[src/rtl/bwin_pkg.sv]
`timescale 1ns/1ps
package bwin_pkg;

  typedef enum logic [3:0] {
    CSEL_IO_BASE   = 4'd0,
    CSEL_IO_LIM    = 4'd1,
    CSEL_MEM_BASE  = 4'd2,
    CSEL_MEM_LIM   = 4'd3,
    CSEL_PF_BASE_L = 4'd4,
    CSEL_PF_BASE_H = 4'd5,
    CSEL_PF_LIM_L  = 4'd6,
    CSEL_PF_LIM_H  = 4'd7,
    CSEL_BUS_PRI   = 4'd8,
    CSEL_BUS_SEC   = 4'd9,
    CSEL_BUS_SUB   = 4'd10,
    CSEL_MODE      = 4'd11
  } csel_e;

  typedef struct packed {
    logic claim;
    logic down;
    logic subtr;
  } verdict_t;

  // Final forwarding verdict from the stage-one facts.
  function automatic verdict_t judge(input logic from_sec, input logic pos_hit,
                                     input logic subtr_on, input logic peer_seen);
    verdict_t r;
    r = '0;
    if (from_sec) begin
      r.claim = !pos_hit;
    end else if (pos_hit) begin
      r.claim = 1'b1;
      r.down  = 1'b1;
    end else if (subtr_on && !peer_seen) begin
      r.claim = 1'b1;
      r.down  = 1'b1;
      r.subtr = 1'b1;
    end
    return r;
  endfunction

endpackage

[src/rtl/bwin_window.sv]
`timescale 1ns/1ps
module bwin_window #(
  parameter int W = 12
) (
  input  logic [W-1:0] base,
  input  logic [W-1:0] lim,
  input  logic [W-1:0] key,
  input  logic         key_ok,
  output logic         hit
);

  function automatic logic is_open(input logic [W-1:0] b, input logic [W-1:0] l);
    return l > b;
  endfunction

  function automatic logic covers(input logic [W-1:0] b, input logic [W-1:0] l,
                                  input logic [W-1:0] k);
    return (k >= b) && (k <= l);
  endfunction

  logic open;
  assign open = is_open(base, lim);
  assign hit  = open && key_ok && covers(base, lim, key);

endmodule

[src/rtl/bwin_cfg_regs.sv]
`timescale 1ns/1ps
module bwin_cfg_regs
  import bwin_pkg::*;
#(
  parameter int CFG_W = 32,
  parameter int IOB_W = 20,
  parameter int MB_W  = 12,
  parameter int PFH_W = 32,
  parameter int BUS_W = 8,
  localparam int PB_W = PFH_W + MB_W
) (
  input  logic             clk,
  input  logic             rst_n,
  input  logic             we,
  input  logic [3:0]       sel,
  input  logic [CFG_W-1:0] wdata,
  output logic [IOB_W-1:0] io_base,
  output logic [IOB_W-1:0] io_lim,
  output logic [MB_W-1:0]  mem_base,
  output logic [MB_W-1:0]  mem_lim,
  output logic [PB_W-1:0]  pf_base,
  output logic [PB_W-1:0]  pf_lim,
  output logic [BUS_W-1:0] pri_bus,
  output logic [BUS_W-1:0] sec_bus,
  output logic [BUS_W-1:0] sub_bus,
  output logic             subtr_en
);

  logic [MB_W-1:0]  pf_base_l, pf_lim_l;
  logic [PFH_W-1:0] pf_base_h, pf_lim_h;
  logic             wdata_unused;

  assign wdata_unused = ^wdata;
  assign pf_base = {pf_base_h, pf_base_l};
  assign pf_lim  = {pf_lim_h, pf_lim_l};

  always_ff @(posedge clk or negedge rst_n) begin
    if (!rst_n) begin
      io_base   <= '0;
      io_lim    <= '0;
      mem_base  <= '0;
      mem_lim   <= '0;
      pf_base_l <= '0;
      pf_base_h <= '0;
      pf_lim_l  <= '0;
      pf_lim_h  <= '0;
      pri_bus   <= '0;
      sec_bus   <= '0;
      sub_bus   <= '0;
      subtr_en  <= 1'b0;
    end else if (we) begin
      case (csel_e'(sel))
        CSEL_IO_BASE:   io_base   <= wdata[IOB_W-1:0];
        CSEL_IO_LIM:    io_lim    <= wdata[IOB_W-1:0];
        CSEL_MEM_BASE:  mem_base  <= wdata[MB_W-1:0];
        CSEL_MEM_LIM:   mem_lim   <= wdata[MB_W-1:0];
        CSEL_PF_BASE_L: pf_base_l <= wdata[MB_W-1:0];
        CSEL_PF_BASE_H: pf_base_h <= wdata[PFH_W-1:0];
        CSEL_PF_LIM_L:  pf_lim_l  <= wdata[MB_W-1:0];
        CSEL_PF_LIM_H:  pf_lim_h  <= wdata[PFH_W-1:0];
        CSEL_BUS_PRI:   pri_bus   <= wdata[BUS_W-1:0];
        CSEL_BUS_SEC:   sec_bus   <= wdata[BUS_W-1:0];
        CSEL_BUS_SUB:   sub_bus   <= wdata[BUS_W-1:0];
        CSEL_MODE:      subtr_en  <= wdata[0];
        default: ;
      endcase
    end
  end

endmodule

[src/rtl/bwin_decide.sv]
`timescale 1ns/1ps
module bwin_decide
  import bwin_pkg::*;
(
  input  logic clk,
  input  logic rst_n,
  input  logic in_valid,
  input  logic in_from_sec,
  input  logic in_is_mem,
  input  logic io_hit,
  input  logic mem_hit,
  input  logic pf_hit,
  input  logic subtr_en,
  input  logic peer_claim,
  output logic s1_valid,
  output logic s1_from_sec,
  output logic s1_pos,
  output logic s1_subtr_en,
  output logic dec_valid,
  output logic claim,
  output logic claim_down,
  output logic claim_subtr
);

  logic     pos_now;
  logic     s1_peer;
  verdict_t verdict;

  assign pos_now = in_is_mem ? (mem_hit | pf_hit) : io_hit;

  // Stage one: window result and first peer sample.
  always_ff @(posedge clk or negedge rst_n) begin
    if (!rst_n) begin
      s1_valid    <= 1'b0;
      s1_from_sec <= 1'b0;
      s1_pos      <= 1'b0;
      s1_subtr_en <= 1'b0;
      s1_peer     <= 1'b0;
    end else begin
      s1_valid    <= in_valid;
      s1_from_sec <= in_valid & in_from_sec;
      s1_pos      <= in_valid & pos_now;
      s1_subtr_en <= subtr_en;
      s1_peer     <= peer_claim;
    end
  end

  assign verdict = judge(s1_from_sec, s1_pos, s1_subtr_en, s1_peer | peer_claim);

  // Stage two: second peer sample folded in, verdict registered.
  always_ff @(posedge clk or negedge rst_n) begin
    if (!rst_n) begin
      dec_valid   <= 1'b0;
      claim       <= 1'b0;
      claim_down  <= 1'b0;
      claim_subtr <= 1'b0;
    end else begin
      dec_valid   <= s1_valid;
      claim       <= s1_valid & verdict.claim;
      claim_down  <= s1_valid & verdict.down;
      claim_subtr <= s1_valid & verdict.subtr;
    end
  end

endmodule

[src/rtl/bwin_decoder.sv]
`timescale 1ns/1ps
module bwin_decoder #(
  parameter int ADDR_W   = 64,
  parameter int IO_GRAN  = 12,
  parameter int MEM_GRAN = 20,
  parameter int BUS_W    = 8,
  parameter int CFG_W    = 32
) (
  input  logic              clk,
  input  logic              rst_n,
  input  logic              cfg_we,
  input  logic [3:0]        cfg_sel,
  input  logic [CFG_W-1:0]  cfg_wdata,
  input  logic              txn_valid,
  input  logic              txn_is_mem,
  input  logic              txn_from_sec,
  input  logic [ADDR_W-1:0] txn_addr,
  input  logic              peer_claim,
  output logic              dec_valid,
  output logic              claim,
  output logic              claim_down,
  output logic              claim_subtr,
  output logic [BUS_W-1:0]  pri_bus,
  output logic [BUS_W-1:0]  sec_bus,
  output logic [BUS_W-1:0]  sub_bus
);

  localparam int IOB_W = 32 - IO_GRAN;
  localparam int MB_W  = 32 - MEM_GRAN;
  localparam int PFH_W = ADDR_W - 32;
  localparam int PB_W  = ADDR_W - MEM_GRAN;

  logic [IOB_W-1:0] io_base, io_lim;
  logic [MB_W-1:0]  mem_base, mem_lim;
  logic [PB_W-1:0]  pf_base, pf_lim;
  logic             subtr_en;
  logic             low_4g;
  logic             io_hit, mem_hit, pf_hit;
  logic             s1_valid, s1_from_sec, s1_pos, s1_subtr_en;
  logic             addr_unused;

  assign addr_unused = ^txn_addr[IO_GRAN-1:0];
  assign low_4g      = (txn_addr[ADDR_W-1:32] == '0);

  bwin_cfg_regs #(
    .CFG_W(CFG_W), .IOB_W(IOB_W), .MB_W(MB_W), .PFH_W(PFH_W), .BUS_W(BUS_W)
  ) u_regs (
    .clk(clk), .rst_n(rst_n), .we(cfg_we), .sel(cfg_sel), .wdata(cfg_wdata),
    .io_base(io_base), .io_lim(io_lim), .mem_base(mem_base), .mem_lim(mem_lim),
    .pf_base(pf_base), .pf_lim(pf_lim), .pri_bus(pri_bus), .sec_bus(sec_bus),
    .sub_bus(sub_bus), .subtr_en(subtr_en)
  );

  bwin_window #(.W(IOB_W)) u_io_win (
    .base(io_base), .lim(io_lim), .key(txn_addr[31:IO_GRAN]),
    .key_ok(low_4g), .hit(io_hit)
  );

  bwin_window #(.W(MB_W)) u_mem_win (
    .base(mem_base), .lim(mem_lim), .key(txn_addr[31:MEM_GRAN]),
    .key_ok(low_4g), .hit(mem_hit)
  );

  bwin_window #(.W(PB_W)) u_pf_win (
    .base(pf_base), .lim(pf_lim), .key(txn_addr[ADDR_W-1:MEM_GRAN]),
    .key_ok(1'b1), .hit(pf_hit)
  );

  bwin_decide u_decide (
    .clk(clk), .rst_n(rst_n), .in_valid(txn_valid), .in_from_sec(txn_from_sec),
    .in_is_mem(txn_is_mem), .io_hit(io_hit), .mem_hit(mem_hit), .pf_hit(pf_hit),
    .subtr_en(subtr_en), .peer_claim(peer_claim),
    .s1_valid(s1_valid), .s1_from_sec(s1_from_sec), .s1_pos(s1_pos),
    .s1_subtr_en(s1_subtr_en), .dec_valid(dec_valid), .claim(claim),
    .claim_down(claim_down), .claim_subtr(claim_subtr)
  );

endmodule

[config.mk]
export PLATFORM = sky130hd
export DESIGN_NAME = bwin_decoder
export DESIGN_NICKNAME = d
export VERILOG_FILES = /design/src/rtl/bwin_pkg.sv /design/src/rtl/bwin_window.sv /design/src/rtl/bwin_cfg_regs.sv /design/src/rtl/bwin_decide.sv /design/src/rtl/bwin_decoder.sv
export SDC_FILE = /design/constraint.sdc
export NUM_CORES = 1
export LEC_CHECK = 0
export ABC_AREA = 0
export BUFFER_PORTS_ARGS = -buffer_cell sky130_fd_sc_hd__buf_2
export CAP_MARGIN = 25
export CELL_PAD_IN_SITES_DETAIL_PLACEMENT = 1
export CELL_PAD_IN_SITES_GLOBAL_PLACEMENT = 1
export CORE_MARGIN = 1.5
export CORE_UTILIZATION = 35
export CTS_BUF_LIST = sky130_fd_sc_hd__clkbuf_8
export CTS_CLUSTER_SIZE = 24
export DETAILED_ROUTE_END_ITERATION = 10
export PLACE_DENSITY = 0.66
export SETUP_SLACK_MARGIN = 0.02
export SYNTH_ARGS = -nofsm -noshare
export SYNTH_HDL_FRONTEND = slang
export SYNTH_SLANG_ARGS = --single-unit
[constraint.sdc]
create_clock -name clk -period 2.8 [get_ports clk]
set_clock_uncertainty 0.2 [all_clocks]
set_input_delay 0 -clock clk [delete_from_list [all_inputs] [get_ports clk]]
set_output_delay 0 -clock clk [all_outputs]
set_load 0.01 [all_outputs]
==> reports/results.tsv <==
stage	metric	value	unit
timing	timing.slew.headroom	0.530	
synth	synth_seq_cells	186	
synth	synth_top_cell_by_area	dfrtp_1	
timing	fin_tns_setup	0	ns
synth	avgSynthCellArea	9.64	um^2
layout	areaGrowthSynthToFinish	17.1	%
clock_network	clk_pin_slew	0.11	ns
clock_network	cts_setup_buffers	0	
worst_setup_path	slowest_delay	0.47	ns
clock_network	cts_buffers	17	
floorplanning	die_h	190	um
clock_network	cts_tree	yes	
clock_network	cts-root-buf	clkbuf_8	
synth	netlist_instances	1266	
timing	final_max_slew_viol_count	0	
clock_network	insertion_delay	0.50	ns
grt	antenna_found_initial	0	
timing	min_period	2.54	ns
route	drtAntennaViolNets	0	
worst_hold_path	min_to	u_regs.pf_base_h[26]$_DFFE_PN0P_	
timing	period_share	0.909	
power	p_int	5.59	mW
worst_hold_path	worstHoldPathType	in -> reg	
layout	fin_cells	1905	
clock_network	cts_sinks	186	
worst_setup_path	crit_required	3.03	ns
worst_setup_path	r2r_end	u_decide.s1_pos$_DFF_PN0_	
synth	yosysMostFrequentCell	ha_1	
power	p_seq_frac	0.397	
route	via_count	10017	
synth	synth_nets	1601	
worst_setup_path	r2r_cells	9	
synth	ys_seq_area_frac	0.381	
clock_network	h-tree-depth	4	
grt	grt_usage	0.216	
layout	finalInstanceArea	14300	um^2
floorplanning	die-area	36000	um^2
power	p_clk_frac	0.203	
layout	nets	1772	
synth	yosysUniqueCellTypes	57	
power	p_leak	6.94	nW
power	peakVddDrop	332	uV
placed_design	port_buffers	122	
worst_setup_path	start_kind	flop	
synth	synth_common_cells	228 x ha_1, 186 x dfrtp_1, 153 x inv_1	
power	sw_frac_of_total	0.386	
layout	drive_above_1_share	0.173	
route	avgRoutedWirePerCell	19.3	um
route	drc	0	
timing	timing.final.hold_violations	0	
route	via_per_inst	5.26	
synth	ys_warn_count	0	
worst_setup_path	crit_path_cell_trace	inv_1 > ha_1 > and3_1 > nand4_1 > a21oi_1 > a2111oi_2 > a2111oi_1 > a22o_1 > o2bb2ai_2	
synth	synth_top_area_frac	0.381	
timing	rsz0062_at_grt	no	
placed_design	place_inst	1823	
timing	max_freq	0.393	GHz
job	drv_cap	0	
timing	setup_violations	0	
worst_setup_path	r2r_setup_slack	0.26	ns
grt	gr-total-overflow	0	
grt	grt_max_degree	82	
floorplanning	core_area	34500	um^2
synth	async_flop_share	1.00	
route	first_iter_violations	439	
synth	synth_ff_type	dfrtp_1	
floorplanning	die_x	190	um
route	first_pass_iters	5	
clock_network	clock_path_buffers	2	
synth	syn_area	12200	um^2
run_status	status	completed	
placed_design	postPlaceCellArea	13400	um^2
grt	grt_pass1_wl	59600	um
power	p_switching	3.52	mW
floorplanning	num_rows	68	
layout	fill_cells	3992	
power	combPwrFrac	0.400	
layout	antenna_cells	0	
worst_setup_path	worstSetupEndpointType	flop	
worst_setup_path	worst_path_max_delay_cell	a2111oi_1	
worst_setup_path	crit_arrival	2.78	ns
power	p_per_area	638	nW/um^2
floorplanning	initial_utilization	0.354	
floorplanning	num_io_pins	135	
grt	first_global_vias	10727	
worst_hold_path	hold_path_startpoint	cfg_wdata[26]	
route	wl	36800	um
synth	ys_top_cells_by_area	dfrtp_1 38%, ha_1 23%, mux2_2 6.4%	
placed_design	hpwl	28600	um
timing	worst_pin_slew	0.696	ns
layout	fin_util	0.415	
synth	synth_edf_count	0	
placed_design	gp_congestion	0.851	
worst_setup_path	crit_type	reg -> reg	
worst_hold_path	hold_depth	4	
timing	whs	0.0461	ns
worst_setup_path	path_max_fanout	2	
worst_setup_path	r2r-start	u_regs.io_base[11]$_DFFE_PN0P_	
[sequential cells by signal, summed over array words and instances (netlist names), 12 cells and up]
name / count
u_regs.pf_base_l: 12
u_regs.io_base: 20
u_regs.pf_lim_l: 12
u_regs.io_lim: 20
u_regs.mem_lim: 12
u_regs.pf_lim_h: 32
u_regs.pf_base_h: 32
u_regs.mem_base: 12
[what timing repair did]
action / CTS / global route
endpoints found under the hold margin: 370 / 0
setup endpoints to repair: 0 / 0
gates resized for setup: 0 / 0
hold buffers: 50 / 0
[area by class of cell]
cell class | instances | area (um^2) | area share
clock inverters | 15 | 158 | 0.0110
flip-flops and latches | 186 | 4650 | 0.326
repair buffers | 186 | 1240 | 0.0866
multi-input cells | 893 | 6860 | 0.480
clock buffers | 17 | 234 | 0.0164
well taps | 455 | 569 | 0.0398
inverters | 153 | 574 | 0.0402
[stage by stage]
step	setup WS, ns	power (mW)
floorplan	0.536	6.00
global placement	0.317	7.04
detailed placement	0.289	7.25
CTS	0.264	9.20
global route	0.104	9.93
finish	0.255	9.11
[critical path, delay by kind of cell, from the launching register on]
kind / cells / cell delay (ns)
compound gates: 5 / 1.18
fa+ha+maj: 1 / 0.32
simple gates: 2 / 0.36
flops: 1 / 0.36
buf+inv: 1 / 0.06
[placed cells by master (no fill, tap or decap), types with 4 or more instances in the layout]
master	count
a211oi_1	8
a21o_1	22
a21oi_1	80
and4_1	9
buf_2	121
buf_4	13
clkbuf_8	18
clkinv_4	4
dfrtp_1	186
dlygate4sd3_1	50
ha_1	228
inv_1	154
inv_8	5
mux2_2	69
nand2_1	152
nand2b_1	5
nand3_1	29
nand4_1	43
nor2_1	21
nor2b_1	10
nor3_1	7
nor4_1	16
o211ai_1	7
o21ai_0	125
o21ai_1	4
[power by group through the flow]
| stage | logic (mW) | registers [mW] | clock network (mW) |
|---|---|---|---|
| after floorplan | 2.39 | 3.61 | 0 |
| after global placement | 3.40 | 3.64 | 0 |
| after detailed placement | 3.58 | 3.67 | 0 |
| after CTS | 3.67 | 3.62 | 1.91 |
| after global routing | 4.21 | 3.70 | 2.02 |
| final | 3.65 | 3.62 | 1.85 |
[cells by family (layout without fill, tap and decap cells)]
logic type               after synthesis  in the layout  share of synthesized area
AO/OA/AOI/OAI                        281            281                      0.136
adder cells (fa/ha/maj)              228            228                      0.234
buffers and inverters                187            371                     0.0579
flip-flops                           186            186                      0.381
multiplexers                          69             69                     0.0637
AND/OR/NAND/NOR                      315            315                      0.128
[per-layer routing]
layer	routed length, um	GRT usage
met3	839	0.0303
met4	861	0.0717
met2	17700	0.364
met1	17400	0.284
met5	0	0
[worst max path at each step]
| stage | start | to | slack [ns] | cells after the start |
|---|---|---|---|---|
| floorplan | u_regs.io_base[15]$_DFFE_PN0P_ | u_decide.s1_pos$_DFF_PN0_ | 0.54 | 9 |
| global placement | u_regs.mem_base[1]$_DFFE_PN0P_ | u_decide.s1_pos$_DFF_PN0_ | 0.32 | 9 |
| detailed placement | u_regs.io_base[13]$_DFFE_PN0P_ | u_decide.s1_pos$_DFF_PN0_ | 0.29 | 9 |
| CTS | u_regs.io_base[15]$_DFFE_PN0P_ | u_decide.s1_pos$_DFF_PN0_ | 0.26 | 9 |
| global route | u_regs.io_base[11]$_DFFE_PN0P_ | u_decide.s1_pos$_DFF_PN0_ | 0.10 | 9 |
| finish | u_regs.io_base[11]$_DFFE_PN0P_ | u_decide.s1_pos$_DFF_PN0_ | 0.26 | 9 |
Power figures use the tool's default switching activity.
